[src/rtl/rrt_pkg.sv]
package rrt_pkg;
  localparam int unsigned ARCH_REGS_DEF  = 8;
  localparam int unsigned TAG_W_DEF      = 6;
  localparam int unsigned CNT_W_DEF      = 8;
  localparam int unsigned CAP_DEF        = 16;
  localparam int unsigned HALVES_PER_REG = 2;
  localparam int unsigned LK_SLOTS       = 3;

  // Fixed positions of the producer list returned by a lookup.
  typedef enum logic [1:0] {
    SLOT_SELF = 2'd0,
    SLOT_LO   = 2'd1,
    SLOT_HI   = 2'd2
  } lk_slot_e;
endpackage

[src/rtl/rrt_alias_decode.sv]
// Turns a register name into the set of table entries it covers:
// the name itself, its halves (full register), and optionally its
// containing full register (half name with with_super set).
module rrt_alias_decode
  import rrt_pkg::*;
#(
  parameter int unsigned NUM_ARCH = ARCH_REGS_DEF,
  localparam int unsigned NUM_IDS = NUM_ARCH * (1 + HALVES_PER_REG),
  localparam int unsigned ID_W    = $clog2(NUM_IDS)
) (
  input  logic [ID_W-1:0]    id,
  input  logic               with_super,
  output logic [NUM_IDS-1:0] mask
);
  localparam logic [ID_W-1:0] NA = ID_W'(NUM_ARCH);

  logic            id_is_full;
  logic [ID_W-1:0] id_parent;

  assign id_is_full = (id < NA);
  assign id_parent  = (id - NA) >> 1;

  for (genvar e = 0; e < NUM_IDS; e++) begin : g_ent
    localparam logic [ID_W-1:0] E = ID_W'(e);
    if (e < NUM_ARCH) begin : g_full
      assign mask[e] = (id == E) || (with_super && !id_is_full && (id_parent == E));
    end else begin : g_half
      localparam logic [ID_W-1:0] P = ID_W'((e - NUM_ARCH) / 2);
      assign mask[e] = (id == E) || (id_is_full && (id == P));
    end
  end
endmodule

[src/rtl/rrt_owner_table.sv]
// Ownership storage: one tag per register name, updated by an
// invalidation (applied first) and an allocation (applied second).
module rrt_owner_table
  import rrt_pkg::*;
#(
  parameter int unsigned NUM_ARCH = ARCH_REGS_DEF,
  parameter int unsigned TAG_W    = TAG_W_DEF,
  localparam int unsigned NUM_IDS = NUM_ARCH * (1 + HALVES_PER_REG),
  localparam int unsigned ID_W    = $clog2(NUM_IDS)
) (
  input  logic                      clk,
  input  logic                      rst_n,
  input  logic                      alloc_valid,
  input  logic [TAG_W-1:0]          alloc_tag,
  input  logic [ID_W-1:0]           alloc_reg,
  input  logic [NUM_IDS-1:0]        alloc_mask,
  input  logic                      inv_valid,
  input  logic [TAG_W-1:0]          inv_tag,
  input  logic [ID_W-1:0]           inv_reg,
  input  logic [NUM_IDS-1:0]        inv_mask,
  output logic                      inv_hit,
  input  logic [ID_W-1:0]           lk_reg,
  output logic [LK_SLOTS-1:0]       lk_valid,
  output logic [LK_SLOTS*TAG_W-1:0] lk_tags
);
  localparam logic [ID_W-1:0] NA = ID_W'(NUM_ARCH);

  logic [NUM_IDS*TAG_W-1:0] tbl_q;
  logic [NUM_IDS*TAG_W-1:0] tbl_d;

  function automatic logic [TAG_W-1:0] pick(input logic [NUM_IDS*TAG_W-1:0] v,
                                            input logic [ID_W-1:0] idx);
    logic [TAG_W-1:0] r;
    r = '0;
    for (int i = 0; i < NUM_IDS; i++)
      if (idx == ID_W'(i)) r = v[i*TAG_W +: TAG_W];
    return r;
  endfunction

  // An invalidation only proceeds when its target name is owned.
  assign inv_hit = inv_valid && (pick(tbl_q, inv_reg) != '0);

  for (genvar e = 0; e < NUM_IDS; e++) begin : g_upd
    logic [TAG_W-1:0] cur;
    logic             clr;
    logic             set;
    assign cur = tbl_q[e*TAG_W +: TAG_W];
    assign clr = inv_hit && inv_mask[e] && (cur == inv_tag);
    assign set = alloc_valid && alloc_mask[e];
    assign tbl_d[e*TAG_W +: TAG_W] = set ? alloc_tag : (clr ? '0 : cur);
  end

  always_ff @(posedge clk) begin
    if (!rst_n) tbl_q <= '0;
    else        tbl_q <= tbl_d;
  end

  // Lookup: owner of the name, then owners of its halves, no repeats.
  logic             lk_is_full;
  logic [ID_W-1:0]  lo_id;
  logic [ID_W-1:0]  hi_id;
  logic [TAG_W-1:0] t_self;
  logic [TAG_W-1:0] t_lo;
  logic [TAG_W-1:0] t_hi;
  logic [LK_SLOTS-1:0] v;

  assign lk_is_full = (lk_reg < NA);
  assign lo_id      = NA + (lk_reg << 1);
  assign hi_id      = lo_id + 1'b1;
  assign t_self     = pick(tbl_q, lk_reg);
  assign t_lo       = lk_is_full ? pick(tbl_q, lo_id) : '0;
  assign t_hi       = lk_is_full ? pick(tbl_q, hi_id) : '0;

  always_comb begin
    v = '0;
    v[int'(SLOT_SELF)] = (t_self != '0);
    v[int'(SLOT_LO)]   = (t_lo != '0) && (t_lo != t_self);
    v[int'(SLOT_HI)]   = (t_hi != '0) && (t_hi != t_self) && (t_hi != t_lo);
  end

  assign lk_valid = v;
  assign lk_tags[int'(SLOT_SELF)*TAG_W +: TAG_W] = v[int'(SLOT_SELF)] ? t_self : '0;
  assign lk_tags[int'(SLOT_LO)*TAG_W   +: TAG_W] = v[int'(SLOT_LO)]   ? t_lo   : '0;
  assign lk_tags[int'(SLOT_HI)*TAG_W   +: TAG_W] = v[int'(SLOT_HI)]   ? t_hi   : '0;

  AST_ALLOC_IN_RANGE: assert property (@(posedge clk) disable iff (!rst_n)
    alloc_valid |-> (alloc_reg < ID_W'(NUM_IDS)));
  AST_ALLOC_CLAIMS: assert property (@(posedge clk) disable iff (!rst_n)
    alloc_valid |=> (pick(tbl_q, $past(alloc_reg)) == $past(alloc_tag)));
  AST_SKIP_EMPTY: assert property (@(posedge clk) disable iff (!rst_n)
    (inv_valid && !inv_hit && !alloc_valid) |=> $stable(tbl_q));
  AST_LOOKUP_DISTINCT: assert property (@(posedge clk) disable iff (!rst_n)
    lk_valid[int'(SLOT_LO)] |-> (lk_tags[int'(SLOT_LO)*TAG_W +: TAG_W] !=
                                 lk_tags[int'(SLOT_SELF)*TAG_W +: TAG_W]));
endmodule

[src/rtl/rrt_map_counter.sv]
// Live, peak and created mapping counts plus the growable capacity.
module rrt_map_counter
  import rrt_pkg::*;
#(
  parameter int unsigned CNT_W    = CNT_W_DEF,
  parameter int unsigned CAP_INIT = CAP_DEF
) (
  input  logic             clk,
  input  logic             rst_n,
  input  logic             inc,
  input  logic             dec_req,
  input  logic             q_valid,
  input  logic [CNT_W-1:0] q_count,
  output logic             q_ok,
  output logic [CNT_W-1:0] used,
  output logic [CNT_W-1:0] peak,
  output logic [CNT_W-1:0] total,
  output logic [CNT_W-1:0] cap
);
  localparam logic [CNT_W-1:0] CAP_RST = CNT_W'(CAP_INIT);

  logic [CNT_W-1:0] used_q, used_nx, peak_q, total_q, cap_q, eff_cap;
  logic [CNT_W:0]   demand;
  logic             dec;

  assign dec = dec_req && (used_q != '0);

  always_comb begin
    used_nx = used_q;
    if (inc && !dec)      used_nx = used_q + 1'b1;
    else if (!inc && dec) used_nx = used_q - 1'b1;
  end

  always_ff @(posedge clk) begin
    if (!rst_n) begin
      used_q  <= '0;
      peak_q  <= '0;
      total_q <= '0;
      cap_q   <= CAP_RST;
    end else begin
      used_q <= used_nx;
      if (used_nx > peak_q) peak_q <= used_nx;
      if (inc) total_q <= total_q + 1'b1;
      if (q_valid && (cap_q != '0) && (q_count > cap_q)) cap_q <= q_count;
    end
  end

  // A single instruction wider than the capacity sees the raised value.
  assign eff_cap = (q_count > cap_q) ? q_count : cap_q;
  assign demand  = {1'b0, q_count} + {1'b0, used_q};
  assign q_ok    = (cap_q == '0) || (demand <= {1'b0, eff_cap});

  assign used  = used_q;
  assign peak  = peak_q;
  assign total = total_q;
  assign cap   = cap_q;

  AST_PEAK_COVERS_USED: assert property (@(posedge clk) disable iff (!rst_n)
    peak_q >= used_q);
  AST_USED_NO_WRAP: assert property (@(posedge clk) disable iff (!rst_n)
    (inc && !dec) |-> (used_q != '1));
  AST_CAP_NEVER_FALLS: assert property (@(posedge clk) disable iff (!rst_n)
    (cap_q != '0) |=> (cap_q >= $past(cap_q)));
  AST_UNLIMITED_KEPT: assert property (@(posedge clk) disable iff (!rst_n)
    (cap_q == '0) |=> (cap_q == '0));
endmodule

[src/rtl/rrt_tracker.sv]
module rrt_tracker
  import rrt_pkg::*;
#(
  parameter int unsigned NUM_ARCH = ARCH_REGS_DEF,
  parameter int unsigned TAG_W    = TAG_W_DEF,
  parameter int unsigned CNT_W    = CNT_W_DEF,
  parameter int unsigned CAP_INIT = CAP_DEF,
  localparam int unsigned NUM_IDS = NUM_ARCH * (1 + HALVES_PER_REG),
  localparam int unsigned ID_W    = $clog2(NUM_IDS)
) (
  input  logic                      clk,
  input  logic                      rst_n,
  input  logic                      alloc_valid,
  input  logic [TAG_W-1:0]          alloc_tag,
  input  logic [ID_W-1:0]           alloc_reg,
  input  logic                      alloc_full,
  input  logic                      retire_valid,
  input  logic [TAG_W-1:0]          retire_tag,
  input  logic [ID_W-1:0]           retire_reg,
  input  logic                      retire_full,
  input  logic [ID_W-1:0]           lookup_reg,
  output logic [LK_SLOTS-1:0]       lookup_valid,
  output logic [LK_SLOTS*TAG_W-1:0] lookup_tags,
  input  logic                      query_valid,
  input  logic [CNT_W-1:0]          query_count,
  output logic                      query_ok,
  output logic [CNT_W-1:0]          used_count,
  output logic [CNT_W-1:0]          peak_count,
  output logic [CNT_W-1:0]          created_count,
  output logic [CNT_W-1:0]          capacity
);
  logic [NUM_IDS-1:0] alloc_mask;
  logic [NUM_IDS-1:0] inv_mask;
  logic               inv_hit;

  rrt_alias_decode #(.NUM_ARCH(NUM_ARCH)) u_alloc_dec (
    .id(alloc_reg), .with_super(alloc_full), .mask(alloc_mask));

  rrt_alias_decode #(.NUM_ARCH(NUM_ARCH)) u_inv_dec (
    .id(retire_reg), .with_super(retire_full), .mask(inv_mask));

  rrt_owner_table #(.NUM_ARCH(NUM_ARCH), .TAG_W(TAG_W)) u_table (
    .clk(clk), .rst_n(rst_n),
    .alloc_valid(alloc_valid), .alloc_tag(alloc_tag), .alloc_reg(alloc_reg),
    .alloc_mask(alloc_mask),
    .inv_valid(retire_valid), .inv_tag(retire_tag), .inv_reg(retire_reg),
    .inv_mask(inv_mask), .inv_hit(inv_hit),
    .lk_reg(lookup_reg), .lk_valid(lookup_valid), .lk_tags(lookup_tags));

  rrt_map_counter #(.CNT_W(CNT_W), .CAP_INIT(CAP_INIT)) u_count (
    .clk(clk), .rst_n(rst_n),
    .inc(alloc_valid), .dec_req(inv_hit),
    .q_valid(query_valid), .q_count(query_count), .q_ok(query_ok),
    .used(used_count), .peak(peak_count), .total(created_count), .cap(capacity));

  AST_ALLOC_TAG_NONZERO: assert property (@(posedge clk) disable iff (!rst_n)
    alloc_valid |-> (alloc_tag != '0));
endmodule

[config.mk]
export PLATFORM = sky130hd
export DESIGN_NAME = rrt_tracker
export DESIGN_NICKNAME = d
export VERILOG_FILES = /design/src/rtl/rrt_pkg.sv /design/src/rtl/rrt_alias_decode.sv /design/src/rtl/rrt_owner_table.sv /design/src/rtl/rrt_map_counter.sv /design/src/rtl/rrt_tracker.sv
export SDC_FILE = /design/constraint.sdc
export NUM_CORES = 1
export LEC_CHECK = 0
export ABC_CLOCK_PERIOD_IN_PS = 7400
export BUFFER_PORTS_ARGS = -buffer_cell sky130_fd_sc_hd__buf_4
export CAP_MARGIN = 20
export CORE_ASPECT_RATIO = 1.25
export CORE_MARGIN = 3
export CORE_UTILIZATION = 55
export CTS_CLUSTER_DIAMETER = 30
export DETAILED_ROUTE_END_ITERATION = 10
export PLACE_DENSITY_LB_ADDON = 0.2
export SLEW_MARGIN = 25
export SYNTH_ARGS = -nofsm -noshare
export SYNTH_HDL_FRONTEND = slang
export SYNTH_SLANG_ARGS = --single-unit
[constraint.sdc]
create_clock -name clk -period 7.4 [get_ports clk]
set_input_delay 1.85 -clock clk [delete_from_list [all_inputs] [get_ports clk]]
set_output_delay 1.85 -clock clk [all_outputs]
set_load 0.02 [all_outputs]
==> results of run 1 <==
-- metal layers --
layer | global-route usage, % | up-vias | wire [um]
li1 | - | 6741 | -
met1 | 53.17 | 7604 | 22940
met2 | 70.89 | 1293 | 29190
met3 | 12.91 | 452 | 7840
met4 | 38.93 | 0 | 7714
met5 | 0 | - | 0
-- kinds of logic after synthesis --
logic type      Yosys count  synth area share [%]
fa+ha+maj                37                 3.231
buf+inv                 190                 5.594
flops                   176                 24.20
simple gates            583                 21.84
xor+xnor                185                 11.13
compound gates          540                 27.17
mux                      80                 6.840
-- synthesized netlist by cell type (10+ instances only) --
| library cell | instances | share of area [%] |
|---|---|---|
| o21a_1 | 14 | 0.72 |
| nand3b_1 | 13 | 0.67 |
| inv_1 | 43 | 1.1 |
| xor2_1 | 79 | 4.8 |
| a32oi_1 | 12 | 0.72 |
| o221ai_1 | 12 | 0.72 |
| o211ai_1 | 12 | 0.62 |
| buf_1 | 15 | 0.39 |
| a22o_1 | 128 | 7.7 |
| nor3_1 | 40 | 1.4 |
| nand3_1 | 34 | 1.2 |
| buf_2 | 51 | 1.8 |
| xnor2_1 | 106 | 6.4 |
| nand2_1 | 114 | 2.9 |
| and2_1 | 20 | 0.86 |
| mux2_2 | 16 | 1.2 |
| o21ai_0 | 77 | 2.6 |
| nor3_2 | 10 | 0.69 |
| a21o_1 | 11 | 0.57 |
| ha_1 | 36 | 3.1 |
| a22oi_1 | 11 | 0.57 |
| mux4_2 | 14 | 2.2 |
| nor2_1 | 111 | 2.9 |
| a21oi_1 | 102 | 3.5 |
| nor3b_1 | 12 | 0.62 |
| nand4_1 | 42 | 1.8 |
| a221oi_1 | 12 | 0.72 |
| or3_1 | 10 | 0.43 |
| a31oi_1 | 14 | 0.60 |
| nor2b_1 | 33 | 1.4 |
| and3_1 | 19 | 0.82 |
| nor4_1 | 40 | 1.7 |
| clkbuf_1 | 72 | 1.9 |
| or4_1 | 12 | 0.62 |
| nand2b_1 | 35 | 1.5 |
| mux2i_1 | 50 | 3.4 |
| dfxtp_1 | 176 | 24 |
| o22ai_1 | 25 | 1.1 |
-- through the flow --
step	utilization (%)	hold slack (ns)
after floorplan	-	0.4766
after global placement	60.26	0.4662
after detailed placement	60.29	0.4921
after CTS	62.87	0.5031
after global routing	62.87	0.5396
final	62.88	0.4958
-- worst max-delay path, cell delays in order --
cell,delay (ns)
buf_4,0.46
inv_1,0.48
a21o_1,0.28
o21ai_0,0.09
a32oi_1,0.20
o21ai_0,0.42
o221ai_1,0.22
xor2_1,0.19
or4_1,0.58
nand2_1,0.15
a41oi_1,0.07
buf_4,0.19
-- sequential cells by signal (all words and copies together), names as in the netlist --
name / flops
u_count.total: 8
u_count.used: 8
u_table.tbl_q: 144
u_count.peak: 8
u_count.cap: 8
-- final cells by class --
cell class                      instances  area share [%]
Multi-Input combinational cell       1425           63.51
Sequential cell                       176           21.87
Timing Repair Buffer                  146           6.882
Clock buffer                           17           2.641
Tap cell                              335           2.602
Clock inverter                         15           1.453
Inverter                               44           1.025
Antenna cell                            1         0.01554
-- worst max-delay path by stage --
| stage | start | endpoint | slack, ns |
|---|---|---|---|
| 5_1_grt | query_count[1] | query_ok | 0.16 |
| 6_report | lookup_reg[0] | lookup_valid[2] | 0.33 |
| 4_1_cts | query_count[1] | query_ok | 0.43 |
| 2_1_floorplan | query_count[1] | query_ok | 0.61 |
| 3_3_place_gp | query_count[5] | query_ok | 0.47 |
| 3_5_place_dp | query_count[1] | query_ok | 0.41 |
-- placed cells by master, fill, tap and decap left out, drive strengths merged, types with 9 or more instances in the layout --
cell	instances
a21oi	103
o22ai	26
buf	146
a211oi	9
nand3	34
and2	20
a22o	128
dfxtp	176
a221oi	12
or4	12
and3	19
nor3	50
a22oi	11
xor2	79
clkbuf	17
nand2b	35
a32oi	12
nor2b	33
xnor2	106
nor2	112
o21a	14
inv	49
mux2	16
nand2	114
nand4	42
ha	36
mux4	14
o21ai	83
nand3b	13
o221ai	12
o211ai	12
a21o	11
nor4	42
a31oi	14
mux2i	50
or3	10
nor3b	13
-- power by group through the flow --
stage | combinational [uW] | sequential, uW | clock, uW
2_1_floorplan | 809 | 1100 | 0
6_report | 1230 | 1080 | 1020
3_3_place_gp | 1150 | 1100 | 0
3_5_place_dp | 1200 | 1100 | 0
4_1_cts | 1200 | 1080 | 1020
5_1_grt | 1330 | 1080 | 1050
==> reports/summary.txt, run 1 <==
Final HPWL DP: 47630 um
Drc violations: 0
Final Max Slew Viols: 0
Switching power: 1336 uW
CTS Hold Bufs: 0
Synth Flop Type: dfxtp_1
Synth Instances: 1791
CP Class: in -> out
Drt first pass iters: 5
Switching Fraction: 40.09%
Routed wire length: 67690 um
Clock power share: 30.6%
TritonCTS buffer count: 17
Status: finished, final reports clean
Via count: 16090
Syn_nets: 1870
Worst setup SP type: primary input
Unrepaired setup endpoints after global routing: no
Die Ht: 187.9 um
Vias in the first global route: 15290
Avg Cell Area, Syn: 8.130 um^2
Placed instance count: 2126
GRT Resource Usage Total: 46.50%
Vias per cell: 7.453
Std-Cell Core Area: 25620 um^2
Worst rel slew slack: 24.90%
RR Startpoint: u_table.tbl_q[25]
Setup tns final: 0 ns
Endpoints failing hold: 0
Fin crit period: 7.075 ns
Yosys synthesis warning count: 0
Slew @ Worst Pin: 1.118 ns
Placement Cell Area: 15450 um^2
Final worst slack: 0.3255 ns
Min-Delay Path Class: reg -> reg
Worst-path clk slew: 0.08 ns
CP arrival: 5.22 ns
Setup bufs post-CTS: 0
Port bufs: 95
Pint: 1996 uW
ANT nets after route: 0
Post-Place Worst Slack: 0.4131 ns
RePlAce Congestion: 1.091
Asr flop ratio synth: 0%
Starting DRT DRC Count: 1975
CTS tree: yes
R2R Path End: u_count.peak[7]
Crit share post-route: 95.60%
Hold Startpoint: u_count.total[7]
WP data required: 5.55 ns
Final Setup Violations: 0
Nets: 1889
FILL cells: 2279
Initial core utilization: 56.84%
Final Power: 3331 uW
Post-CTS sizing: 0
Initial antenna violation count: 1
CP endpoint kind: primary output
Die area: 28470 um^2
I/O Pins: 96
Cell Rows: 65
Part of the power in combinational logic: 37.0%
First-pass GRT wire length: 98920 um
Leakage power: 0.006093 uW
Pin count of the biggest net entering global routing: 52
Hold endpoint: u_count.total[7]
Fin area: 16110 um^2
Fraction of the yosys area taken by sequential cells: 24.20%
Count of cell types in the netlist: 92
Root Driver: clkbuf_16
H-tree levels: 4
Power Dens Cells: 206.8 nW/um^2
Sequential share of power: 32.5%
Clock latency on the worst-skew pair: 0.46 ns
Maxcap violations: 0
Die width: 151.5 um
Share of cells above drive strength 1: 14.15%
Count of state elements after synthesis: 176
Clk_skew: 0.02892 ns
Sequential cell area: 3523 um^2
Total congestion overflow: 0
Reg2Reg Setup Slack: 2.29 ns
R2R cell count: 20
Area grow syn2layout: 10.63%
Area of the multi-input gates: 10230 um^2
Clock Path Buffers: 2
Fmax: 0.1414 GHz
Wire per inst: 31.35 um
Critical path peak fanout: 47
Max rail drop VDD: 0.1511 mV
CTS sink count: 176
Fin cells: 2159
Mapped Area: 14560 um^2
Number of synthesized flops with an enable pin: 0
Hold path depth: 2
No activity file was read; power rests on OpenSTA's default activity.
==> run 2: changes to the inputs <==
- CORE_MARGIN: 3 -> 1
- CTS_CLUSTER_SIZE: default -> 28
==> reports/summary.txt, run 2 (synthesized netlist as in run 1, its figures left out) <==
Status: finished, final reports clean (unchanged)
Final Max Slew Viols: 0 (unchanged)
Wire per inst: 30.72 um (was 31.35 um)
Hold Startpoint: u_count.total[5] (was u_count.total[7])
GRT Resource Usage Total: 49.17% (was 46.50%)
RR Startpoint: u_table.tbl_q[87] (was u_table.tbl_q[25])
Routed wire length: 66540 um (was 67690 um)
Setup bufs post-CTS: 0 (unchanged)
Initial core utilization: 55.97% (was 56.84%)
RePlAce Congestion: 1.142 (was 1.091)
CTS sink count: 176 (unchanged)
Setup tns final: 0 ns (unchanged)
Crit share post-route: 96.83% (was 95.60%)
Antenna cells: 0 (was 1)
Worst rel slew slack: 30.50% (was 24.90%)
CP arrival: 5.32 ns (was 5.22 ns)
CP Class: in -> out (unchanged)
CTS tree: yes (unchanged)
R2R Path End: u_count.peak[7] (unchanged)
Area grow syn2layout: 11.00% (was 10.63%)
Die width: 147.5 um (was 151.5 um)
Fin cells: 2166 (was 2159)
Final HPWL DP: 46920 um (was 47630 um)
Sequential cell area: 3523 um^2 (unchanged)
WP data required: 5.55 ns (about the same)
Placed instance count: 2134 (was 2126)
Critical path peak fanout: 37 (was 47)
Endpoints failing hold: 0 (unchanged)
Drt first pass iters: 6 (was 5)
Nets: 1892 (was 1889)
Clk_skew: 0.01365 ns (was 0.02892 ns)
Clock Path Buffers: 2 (unchanged)
Max rail drop VDD: 0.2391 mV (was 0.1511 mV)
Min-Delay Path Class: reg -> reg (unchanged)
Die Ht: 183.9 um (was 187.9 um)
Initial antenna violation count: 0 (was 1)
I/O Pins: 96 (unchanged)
Drc violations: 0 (unchanged)
Cell Rows: 66 (was 65)
Max reg flops: 144 (unchanged)
Total congestion overflow: 0 (unchanged)
Commonest cells after routing, fill and taps aside: dfxtp_1 (176), buf_4 (147), a22o_1 (128) (was dfxtp_1 (176), buf_4 (145), a22o_1 (128))
Hold endpoint: u_count.total[5] (was u_count.total[7])
Worst setup SP type: primary input (unchanged)
Via count: 15970 (was 16090)
Slew @ Worst Pin: 1.035 ns (was 1.118 ns)
Share of cells above drive strength 1: 14.35% (was 14.15%)
TritonCTS buffer count: 17 (unchanged)
H-tree levels: 4 (unchanged)
Fin crit period: 7.166 ns (was 7.075 ns)
Placement Cell Area: 15480 um^2 (was 15450 um^2)
Worst-path clk slew: 0.08 ns (about the same)
Vias per cell: 7.374 (was 7.453)
Maxcap violations: 0 (unchanged)
Reg2Reg Setup Slack: 2.25 ns (was 2.29 ns)
Clock latency on the worst-skew pair: 0.45 ns (was 0.46 ns)
FILL cells: 2374 (was 2279)
Std-Cell Core Area: 26010 um^2 (was 25620 um^2)
Hold path depth: 2 (unchanged)
Unrepaired setup endpoints after global routing: no (unchanged)
Area of the multi-input gates: 10240 um^2 (was 10230 um^2)
Leakage power: 0.006119 uW (was 0.006093 uW)
R2R cell count: 21 (was 20)
Final Setup Violations: 0 (unchanged)
Port bufs: 95 (unchanged)
Fin area: 16160 um^2 (was 16110 um^2)
Fmax: 0.1396 GHz (was 0.1414 GHz)
First-pass GRT wire length: 97570 um (was 98920 um)
Vias in the first global route: 14880 (was 15290)
Commonest non-fill, non-tap cell in the layout: dfxtp_1 (unchanged)
Power Dens Cells: 206.3 nW/um^2 (was 206.8 nW/um^2)
Starting DRT DRC Count: 1952 (was 1975)
Pin count of the biggest net entering global routing: 52 (unchanged)
ANT nets after route: 0 (unchanged)
Register with the most flip-flops: u_table.tbl_q (unchanged)
Root Driver: clkbuf_16 (unchanged)
CP endpoint kind: primary output (unchanged)
Die area: 27130 um^2 (was 28470 um^2)
run 2: power breakdown:
| group | internal [uW] | switching, uW | leakage, uW |
|---|---|---|---|
| Sequential | 992 | 83.2 | 0.00142 |
| Combinational | 480 | 750 | 0.00437 |
| Clock | 559 | 471 | 0.000323 |
run 2: worst max path at each step:
stage / depth (start not counted) / slack [ns] / end / startpoint
6_report: 13 / 0.23 / lookup_valid[2] / lookup_reg[1]
5_1_grt: 13 / 0.08 / lookup_valid[2] / lookup_reg[1]
4_1_cts: 12 / 0.18 / lookup_valid[2] / lookup_reg[4]
3_5_place_dp: 12 / 0.21 / lookup_valid[2] / lookup_reg[4]
3_3_place_gp: 12 / 0.21 / lookup_valid[2] / lookup_reg[4]
2_1_floorplan: 20 / 0.61 / query_ok / query_count[1]
run 2: repair_timing:
action                                  4_1_cts  5_1_grt
endpoints found under the setup margin        0       10
hold buffers                                  0        0
resized for setup                             0        1
run 2: critical path: stages:
cell and delay (ns):
buf_4 0.24, buf_4 0.26, nor2_1 0.55, nand3_1 0.16, a31o_2 0.23, a31oi_1 0.45
nor4_1 0.14, nand3b_1 0.19, a2111o_1 0.34, or4_1 0.46, nand2_1 0.15, a41oi_1 0.07
buf_4 0.20
run 2: through the flow:
stage | setup WS [ns] | power, uW | hold slack [ns] | utilization (%)
floorplan | 0.6106 | 1905 | 0.4766 | -
global placement | 0.2083 | 2262 | 0.4689 | 59.51
detailed placement | 0.2067 | 2290 | 0.5002 | 59.51
CTS | 0.1795 | 3306 | 0.5110 | 62.06
global route | 0.08360 | 3491 | 0.5280 | 62.13
finish | 0.2344 | 3335 | 0.5064 | 62.13
run 2: layout make-up:
class	instances	area share (%)
inverters	44	1.022
repair buffers	149	7.076
multi-input cells	1425	63.37
flip-flops and latches	176	21.80
clock inverters	15	1.471
well taps	340	2.632
clock buffers	17	2.632
run 2: metal layers:
layer / share of wire (%) / GRT usage (%) / vias up
li1: - / - / 6771
met1: 34 / 55.06 / 7466
met3: 12 / 13.72 / 404
met4: 11 / 45.57 / 0
met5: 0 / 0 / -
met2: 43 / 75.55 / 1331
